<file path="config.mk">
export PLATFORM = sky130hd
export DESIGN_NAME = lpm_seq
export DESIGN_NICKNAME = d
export VERILOG_FILES = /design/src/rtl/lpm_pkg.sv /design/src/rtl/lpm_encode.sv /design/src/rtl/lpm_range.sv /design/src/rtl/lpm_timer.sv /design/src/rtl/lpm_seq.sv
export SDC_FILE = /design/constraint.sdc
export NUM_CORES = 1
export LEC_CHECK = 0
export ABC_AREA = 1
export BUFFER_PORTS_ARGS = -buffer_cell sky130_fd_sc_hd__buf_2
export CORE_UTILIZATION = 44
export DETAILED_ROUTE_END_ITERATION = 10
export PLACE_DENSITY = 0.83
export SLEW_MARGIN = 20
export SYNTH_ARGS = -nofsm -noshare
export SYNTH_HDL_FRONTEND = slang
export SYNTH_SLANG_ARGS = --single-unit
</file>
<file path="constraint.sdc">
create_clock -name clk -period 1.7 [get_ports clk]
set_input_delay 0.17 -clock clk [delete_from_list [all_inputs] [get_ports clk]]
set_output_delay 0.17 -clock clk [all_outputs]
set_load 0.02 [all_outputs]
</file>
<file path="src/rtl/lpm_pkg.sv">
package lpm_pkg;
  typedef enum logic [1:0] {
    OP_SHRINK  = 2'b00,
    OP_PARPROG = 2'b01,
    OP_DEEP    = 2'b10,
    OP_STBY    = 2'b11
  } op_e;

  typedef enum logic [2:0] {
    S_IDLE, S_GRANT, S_SETUP, S_WRITE, S_WEND, S_SLEEP, S_RECOV
  } st_e;
endpackage

</file>
<file path="src/rtl/lpm_encode.sv">
module lpm_encode
  import lpm_pkg::*;
(
  input  op_e        op,
  input  logic       top,
  input  logic [1:0] frac,
  output logic [4:0] code,
  output logic       illegal
);
  // bit4 fixed, bit3 selects shrink vs refresh, bit2 placement, bits1:0 fraction
  always_comb begin
    code    = {1'b1, (op == OP_SHRINK), top, frac};
    illegal = (op == OP_PARPROG) && (frac == 2'b00);
  end
endmodule

</file>
<file path="src/rtl/lpm_range.sv">
module lpm_range #(
  parameter int ADDR_W = 20
) (
  input  logic [4:0]        code,
  input  logic [ADDR_W-1:0] addr,
  output logic [ADDR_W-1:0] base,
  output logic [ADDR_W-1:0] limit,
  output logic              oob
);
  localparam int QS = ADDR_W - 2;

  logic [2:0]      quarters;
  logic [ADDR_W:0] span;

  always_comb begin
    quarters = 3'd4 - {1'b0, code[1:0]};
    span     = (ADDR_W+1)'(quarters) << QS;
    if (code[4] && code[3]) begin
      if (code[2]) begin
        base  = {code[1:0], {QS{1'b0}}};
        limit = '1;
      end else begin
        base  = '0;
        limit = ADDR_W'(span - 1'b1);
      end
    end else begin
      base  = '0;
      limit = '1;
    end
    oob = (addr < base) || (addr > limit);
  end
endmodule

</file>
<file path="src/rtl/lpm_timer.sv">
module lpm_timer #(
  parameter int CNT_W = 8
) (
  input  logic             clk,
  input  logic             rst_n,
  input  logic             load,
  input  logic [CNT_W-1:0] load_val,
  output logic             zero
);
  logic [CNT_W-1:0] cnt;

  always_ff @(posedge clk or negedge rst_n) begin
    if (!rst_n)          cnt <= '0;
    else if (load)       cnt <= load_val;
    else if (cnt != '0)  cnt <= cnt - 1'b1;
  end

  assign zero = (cnt == '0);
endmodule

</file>
<file path="src/rtl/lpm_seq.sv">
module lpm_seq
  import lpm_pkg::*;
#(
  parameter int ADDR_W  = 20,
  parameter int T_SETUP = 50,
  parameter int T_WR    = 4,
  parameter int T_MIN   = 400,
  parameter int T_REC   = 10000
) (
  input  logic              clk,
  input  logic              rst_n,
  input  logic              req_valid,
  output logic              req_ready,
  input  logic [1:0]        req_op,
  input  logic              req_top,
  input  logic [1:0]        req_frac,
  output logic              req_rej,
  input  logic              wake,
  output logic              bus_req,
  input  logic              bus_gnt,
  output logic              ps_own,
  output logic              ps_zz,
  output logic              ps_ce_n,
  output logic              ps_we_n,
  output logic [4:0]        ps_code,
  output logic [ADDR_W-1:0] win_base,
  output logic [ADDR_W-1:0] win_limit,
  input  logic [ADDR_W-1:0] chk_addr,
  output logic              chk_oob
);
  localparam int TM1   = (T_SETUP > T_WR) ? T_SETUP : T_WR;
  localparam int TM2   = (T_MIN > T_REC) ? T_MIN : T_REC;
  localparam int TMAX  = (TM1 > TM2) ? TM1 : TM2;
  localparam int CNT_W = $clog2(TMAX + 1);
  localparam logic [4:0] CODE_FULL = 5'b11000;

  st_e              st, nxt;
  op_e              op_q;
  logic [4:0]       code_q, shadow, new_code;
  logic             illegal, accept, tmr_ld, tmr_zero, deep_q;
  logic [CNT_W-1:0] tmr_val;

  lpm_encode u_enc (
    .op(op_e'(req_op)), .top(req_top), .frac(req_frac),
    .code(new_code), .illegal(illegal)
  );

  lpm_timer #(.CNT_W(CNT_W)) u_tmr (
    .clk(clk), .rst_n(rst_n), .load(tmr_ld), .load_val(tmr_val), .zero(tmr_zero)
  );

  lpm_range #(.ADDR_W(ADDR_W)) u_rng (
    .code(shadow), .addr(chk_addr), .base(win_base), .limit(win_limit), .oob(chk_oob)
  );

  assign req_ready = (st == S_IDLE);
  assign accept    = req_valid && req_ready && !illegal;
  assign deep_q    = (op_q == OP_DEEP);

  always_comb begin
    nxt     = st;
    tmr_ld  = 1'b0;
    tmr_val = '0;
    case (st)
      S_IDLE:  if (accept) nxt = S_GRANT;
      S_GRANT: if (bus_gnt) begin
        tmr_ld = 1'b1;
        if (op_q == OP_SHRINK || op_q == OP_PARPROG) begin
          nxt     = S_SETUP;
          tmr_val = CNT_W'(T_SETUP - 1);
        end else begin
          nxt     = S_SLEEP;
          tmr_val = CNT_W'(T_MIN - 1);
        end
      end
      S_SETUP: if (tmr_zero) begin
        nxt     = S_WRITE;
        tmr_ld  = 1'b1;
        tmr_val = CNT_W'(T_WR - 1);
      end
      S_WRITE: if (tmr_zero) nxt = S_WEND;
      S_WEND:  nxt = S_IDLE;
      S_SLEEP: if (wake && (tmr_zero || !deep_q)) begin
        if (deep_q) begin
          nxt     = S_RECOV;
          tmr_ld  = 1'b1;
          tmr_val = CNT_W'(T_REC - 1);
        end else begin
          nxt = S_IDLE;
        end
      end
      S_RECOV: if (tmr_zero) nxt = S_IDLE;
      default: nxt = S_IDLE;
    endcase
  end

  always_ff @(posedge clk or negedge rst_n) begin
    if (!rst_n) begin
      st      <= S_IDLE;
      op_q    <= OP_SHRINK;
      code_q  <= CODE_FULL;
      shadow  <= CODE_FULL;
      req_rej <= 1'b0;
    end else begin
      st      <= nxt;
      req_rej <= req_valid && (!req_ready || illegal);
      if (accept) begin
        op_q   <= op_e'(req_op);
        code_q <= new_code;
      end
      if (st == S_WRITE && tmr_zero) shadow <= code_q;
    end
  end

  always_comb begin
    bus_req = (st != S_IDLE);
    ps_own  = (st != S_IDLE) && (st != S_GRANT);
    ps_zz   = !(st == S_SETUP || st == S_WRITE || st == S_WEND || st == S_SLEEP);
    ps_ce_n = (st != S_WRITE);
    ps_we_n = (st != S_WRITE);
    ps_code = (st == S_WRITE) ? code_q : 5'b0;
  end

  // Independent sleep-length counter used only by the minimum-sleep check
  logic [CNT_W-1:0] sleep_len;
  always_ff @(posedge clk or negedge rst_n) begin
    if (!rst_n)                 sleep_len <= '0;
    else if (st == S_SLEEP)     sleep_len <= (sleep_len == '1) ? sleep_len : sleep_len + 1'b1;
    else                        sleep_len <= '0;
  end


  wr_in_sleep_chk: assert property (@(posedge clk) disable iff (!rst_n)
    !ps_we_n |-> (!ps_zz && !ps_ce_n));


  code_lead_bit_chk: assert property (@(posedge clk) disable iff (!rst_n)
    !ps_we_n |-> ps_code[4]);


  own_after_gnt_chk: assert property (@(posedge clk) disable iff (!rst_n)
    $rose(ps_own) |-> $past(bus_gnt));


  window_order_chk: assert property (@(posedge clk) disable iff (!rst_n)
    win_base <= win_limit);


  window_hold_chk: assert property (@(posedge clk) disable iff (!rst_n)
    (st == S_IDLE) |=> ($stable(win_base) && $stable(win_limit)));


  sleep_min_chk: assert property (@(posedge clk) disable iff (!rst_n)
    ($rose(ps_zz) && st == S_RECOV) |-> (sleep_len >= CNT_W'(T_MIN)));
endmodule

</file>
==> results of run 1 <==
==> worst register-to-register path: cells and delay by family (launching register included) <==
family,cells,cell delay [ns]
compound gates,1,0.06
fa+ha+maj,1,0.16
buf+inv,2,0.21
flops,1,0.42
simple gates,7,0.75
==> path summary, 6_finish.rpt <==
kind | start | to | cells after the start
min in group asynchronous | rst_n | u_tmr.cnt[10] | 2
max in group asynchronous | rst_n | code_q[0] | 2
hold reg to reg | code_q[0] | code_q[0] | 2
setup / recovery | shadow[3] | chk_oob | 9
hold / removal | req_top | code_q[2] | 3
setup reg to reg | u_tmr.cnt[1] | st[0] | 11
==> kinds of logic (layout without fill, tap and decap cells) <==
kind of cell / after synthesis / after routing / share of synthesized area
AOI/OAI and AO/OA: 32 / 32 / 0.0839
xor gates and xnor gates: 11 / 11 / 0.0462
adders and majority gates: 5 / 5 / 0.0300
buffers and inverters: 70 / 107 / 0.193
DFF: 28 / 28 / 0.337
other: 2 / 36 / 0.00360
and+or+nand+nor: 127 / 127 / 0.306
==> through the flow <==
step / area (um2) / TNS [ns] / hold WS [ns] / instances / utilization
6_report: 2630 / -0.424 / 0.0959 / 398 / 0.592
5_1_grt: 2630 / -1.53 / 0.128 / 398 / 0.592
4_1_cts: 2430 / -0.338 / 0.0962 / 388 / 0.547
3_5_place_dp: 2330 / -0.246 / 0.224 / 382 / 0.525
3_3_place_gp: 2330 / -0.142 / 0.216 / 382 / 0.525
2_1_floorplan: 2230 / -0.0154 / -0.126 / 309 / -
==> synth_stat cells (4+ instances only) <==
library cell / count
o21ai_0: 16
inv_2: 5
nor2_4: 4
buf_4: 37
ha_1: 5
nor3_1: 9
xor2_1: 8
nor2_2: 4
nand3_1: 5
inv_1: 27
dfrtp_1: 26
nand4_1: 11
a21oi_1: 6
nand3_2: 5
nand2_2: 4
nand2_1: 45
nor2_1: 36
==> what timing repair did <==
item                                    in CTS  in global routing
setup buffers                                1                 10
hold buffers                                 1                  0
endpoints found under the setup margin       1                 24
endpoints found under the hold margin       26                  0
resized for setup                            4                 36
pin swaps                                    3                 17
==> registers in the layout (all words and copies together) (netlist names) <==
name and flops:
st 3, op_q 2, u_tmr.cnt 14, code_q 4, req_rej 1, shadow 4
==> power groups by stage <==
stage	Sequential, mW	Clock (mW)	Combinational (mW)
floorplan	1.19	0	1.52
global placement	1.20	0	1.95
detailed placement	1.22	0	2.00
CTS	1.21	0.422	2.03
global route	1.26	0.445	2.64
finish	1.22	0.418	2.38
==> routing by layer <==
metal / wire length (um) / vias up / GRT usage
li1: - / 963 / -
met1: 2010 / 910 / 0.250
met2: 2650 / 80 / 0.347
met3: 247 / 11 / 0.0256
met4: 108 / 0 / 0.0800
met5: 0 / - / 0
==> layout make-up <==
type	count	area, um2	area share
Sequential cell	28	703	0.267
Timing Repair Buffer	70	423	0.161
Clock buffer	4	55.1	0.0209
Tap cell	52	65.1	0.0247
Inverter	33	126	0.0480
Multi-Input combinational cell	211	1260	0.478
==> results.toml, run 1 <==
[routing]
drt-total-wl_um = 5020
wl_per_cell_um = 12.6
num_vias = 1964
drc = 0
first_iter_violations = 120
vias_per_cell = 4.93
dr.pass1.iters = 6
final_antenna_net_count = 0

[synthesis]
ys_top_cells_by_area = "dfrtp_1, buf_4, nand2_1"
syn_inst = 275
yosys.area.top_type = "dfrtp_1"
synth_area_um2 = 2090
ys_seq_area_frac = 0.337
yosys_most_used_dff = "dfrtp_1"
synth_area_per_cell_um2 = 7.59
synth_top_area_share = 0.312
synth_edf_count = 0
async_flop_share = 1.00
synth-seq-cells = 28
synth_cell_types = 31
yosysWarnings = 0

[clock_tree]
cts_buffer_depth = 2
cts-buffers-inserted = 3
clock-sinks = 28
cts_tree = "done"
clk_latency_ns = 0.28
clock-root-buffer = "clkbuf_8"
cts.clk_slew.worst_paths_ns = 0.09
cts_max_level = 1

[min_path]
hold_path_class = "input port to flop"

[power]
ir_drop_uv = 700
internal_power_mw = 2.12
power_leakage_nw = 1.36
pwr-share-seq = 0.304
clockPowerShare = 0.104
fin_total_pwr_mw = 4.02
power.density_nw_per_um2 = 1530
combPwrFrac = 0.592
switching_share = 0.472
power_switching_mw = 1.90

[cells_and_area]
antenna_cells = 0
final_nets = 382
layout-drive-gt1-share = 0.370
n_fill_cell = 366
layout_common_cells = "buf_2, nand2_1, conb_1, nor2_1, dfrtp_1"
area_growth_pct = 26.1
final_common_cell = "buf_2"

[grt]
grt_pass1_vias = 1846
track_usage = 0.199
antenna_found_initial = 0
grt_overflow = 0
grt_pass1_wl_um = 8050
grt_max_degree = 29

[timing]
slew_headroom = 0.578
fmax_ghz = 0.478
timing.final.crit_share = 1.23
tightestPinTransition_ns = 0.632
timing.final.crit_period_ns = 2.09
setup_viol = 4
worst_slack_ns = -0.393
skew_ns = 0.00178
finalHoldViolations = 0
rsz0062_at_grt = "yes"
drv_slew = 0

[placed_design]
hpwlAfterDp_um = 3630
dp_slack_ns = -0.246
portBuffers = 46
place.gp.congestion = 0.870

[die]
die_area_um2 = 5020
start_util = 0.470
die_x_um = 70.9
num_rows = 24
fp.dieH_um = 70.9
io_pins = 83
coreArea_um2 = 4440

[setup_path]
cp_top_family = "flip-flops"
crit_fanout = 2
timing.critical_path.buf_inv = 4
critPathKind = "flop to output pin"
rrSetupSlack_ns = 0
cpPeakStageDelay_ns = 0.55
startpoint_type = "flop"
path_cells = "buf_4 -> buf_4 -> nand2_4 -> nor2_4 -> inv_1 -> ha_1 -> o31a_1 -> o22ai_2 -> buf_6"
slowest_stage = "dfstp_2"
arrival_ns = 1.92
cpMostUsedCell = "buf_4"
cp-end-kind = "output pin"
worstPathRequired_ns = 1.53

[run_status]
violations = "negative setup slack"
status = "complete, but fails checks"

[flow_run]
cap_violations = 0
Power figures use the tool's default switching activity.
==> run 2, diff against run 1 <==
BUFFER_PORTS_ARGS = default   (was -buffer_cell sky130_fd_sc_hd__buf_2)
CORE_UTILIZATION = 52   (was 44)
DONT_BUFFER_PORTS = 1   (was default)
PLACE_DENSITY = 0.77   (was 0.83)
==> results.toml, run 2 (synthesis results as in run 1) <==
[run_status]
status = "complete, but fails checks"
violations = "negative setup slack"

[cells_and_area]
largest-register = "u_tmr.cnt"
seq_area_um2 = 703
final_common_cell = "nand2_1"
layout_common_cells = "nand2_1, conb_1, nor2_1, buf_4, dfrtp_1"
layoutNonFillerInstCount = 357
final_nets = 345
antenna_cells = 0
n_fill_cell = 301
utilization = 0.659
design_area_um2 = 2470
area_growth_pct = 18.3
top_regs = "u_tmr.cnt: 14 flops, code_q: 4 flops, shadow: 4 flops"
layout-drive-gt1-share = 0.282
largest_reg_flops = 14
multiInputGateArea_um2 = 1250

[routing]
dr.pass1.iters = 5
drt-total-wl_um = 5160
first_iter_violations = 114
drc = 0
final_antenna_net_count = 0
vias_per_cell = 5.36
num_vias = 1915
wl_per_cell_um = 14.5

[power]
switching_share = 0.480
power_leakage_nw = 1.21
pwr-share-seq = 0.319
power_switching_mw = 1.93
fin_total_pwr_mw = 4.02
combPwrFrac = 0.575
clockPowerShare = 0.106
ir_drop_uv = 788
internal_power_mw = 2.09
power.density_nw_per_um2 = 1630

[placed_design]
dp_slack_ns = -0.195
hpwlAfterDp_um = 3410
portBuffers = 0
place.gp.congestion = 0.940
placed_cell_area_um2 = 2160
place_inst = 340

[die]
die_area_um2 = 4270
start_util = 0.557
coreArea_um2 = 3740
num_rows = 22
fp.dieH_um = 65.4
die_x_um = 65.4
io_pins = 83

[min_path]
min-delay-start = "req_valid"
hold_path_class = "input port to flop"
holdPathStages = 1

[clock_tree]
cts_buffer_depth = 2
cts_max_level = 1
cts-buffers-inserted = 3
clock-sinks = 28
cts_tree = "done"
clk_latency_ns = 0.28
cts.clk_slew.worst_paths_ns = 0.10
clock-root-buffer = "clkbuf_8"

[setup_path]
reg2reg_depth = 11
endpoint = "chk_oob"
critPathKind = "flop to output pin"
worstReg2RegEnd = "st[2]"
cp_top_family = "flip-flops"
cp-end-kind = "output pin"
arrival_ns = 1.83
rrSetupSlack_ns = 0.03
crit_cells = 7
cpPeakStageDelay_ns = 0.56
crit_fanout = 2
slowest_stage = "dfstp_2"
startpoint_type = "flop"
timing.rr.start = "u_tmr.cnt[1]"
cp-startpoint = "shadow[3]"
timing.critical_path.buf_inv = 2
path_cells = "buf_6 -> nand2_4 -> nor2_4 -> inv_1 -> ha_1 -> o31a_1 -> o22ai_4"
worstPathRequired_ns = 1.53

[timing]
whs_ns = 0.0224
worst_slack_ns = -0.303
finalSetupTns_ns = -0.303
setup_viol = 1
skew_ns = 0.00214
timing.final.crit_share = 1.18
rsz0062_at_grt = "yes"
drv_slew = 0
timing.final.crit_period_ns = 2.00
finalHoldViolations = 0
fmax_ghz = 0.499

[grt]
grt_pass1_vias = 1762
track_usage = 0.238
grt_overflow = 0
antenna_found_initial = 0
grt_max_degree = 29
grt_pass1_wl_um = 7840

[flow_run]
cap_violations = 0
-- run 2: changes by cell type in the layout (fill, tap and decap cells not counted), sizes merged --
cell / change
buf: -37
-- run 2: worst min path at each step --
| stage | to | slack (ns) |
|---|---|---|
| 6_report | req_rej | 0.02 |
| 4_1_cts | op_q[0] | 0.01 |
| 3_3_place_gp | code_q[1] | -0.13 |
| 3_5_place_dp | code_q[1] | -0.13 |
| 5_1_grt | req_rej | 0.02 |
| 2_1_floorplan | code_q[0] | -0.13 |
-- run 2: power groups by stage --
| stage | Combinational, mW | Sequential [mW] | Clock [mW] |
|---|---|---|---|
| after floorplan | 1.52 | 1.19 | 0 |
| after global placement | 1.87 | 1.22 | 0 |
| after detailed placement | 1.92 | 1.24 | 0 |
| after CTS | 2.01 | 1.24 | 0.429 |
| after global routing | 2.56 | 1.31 | 0.460 |
| final | 2.31 | 1.28 | 0.426 |
-- run 2: repair_timing --
action	4_1_cts	5_1_grt
pin swaps	9	17
setup buffers	3	8
endpoints found under the setup margin	1	24
hold buffers	2	0
resized for setup	11	27
hold endpoints to repair	28	0
-- run 2: cell type report --
cell class              instances  share of cell area
multi-input cells             211               0.507
well taps                      48              0.0243
clock buffers                   4              0.0223
repair buffers                 33               0.109
inverters                      33              0.0522
flip-flops and latches         28               0.285
-- run 2: metal layers --
layer | GRT usage | part of all wire | up-vias
met5 | 0 | 0 | -
met4 | 0.0815 | 0.018 | 0
met3 | 0.0278 | 0.075 | 17
met2 | 0.432 | 0.53 | 115
met1 | 0.287 | 0.38 | 904
li1 | - | - | 879
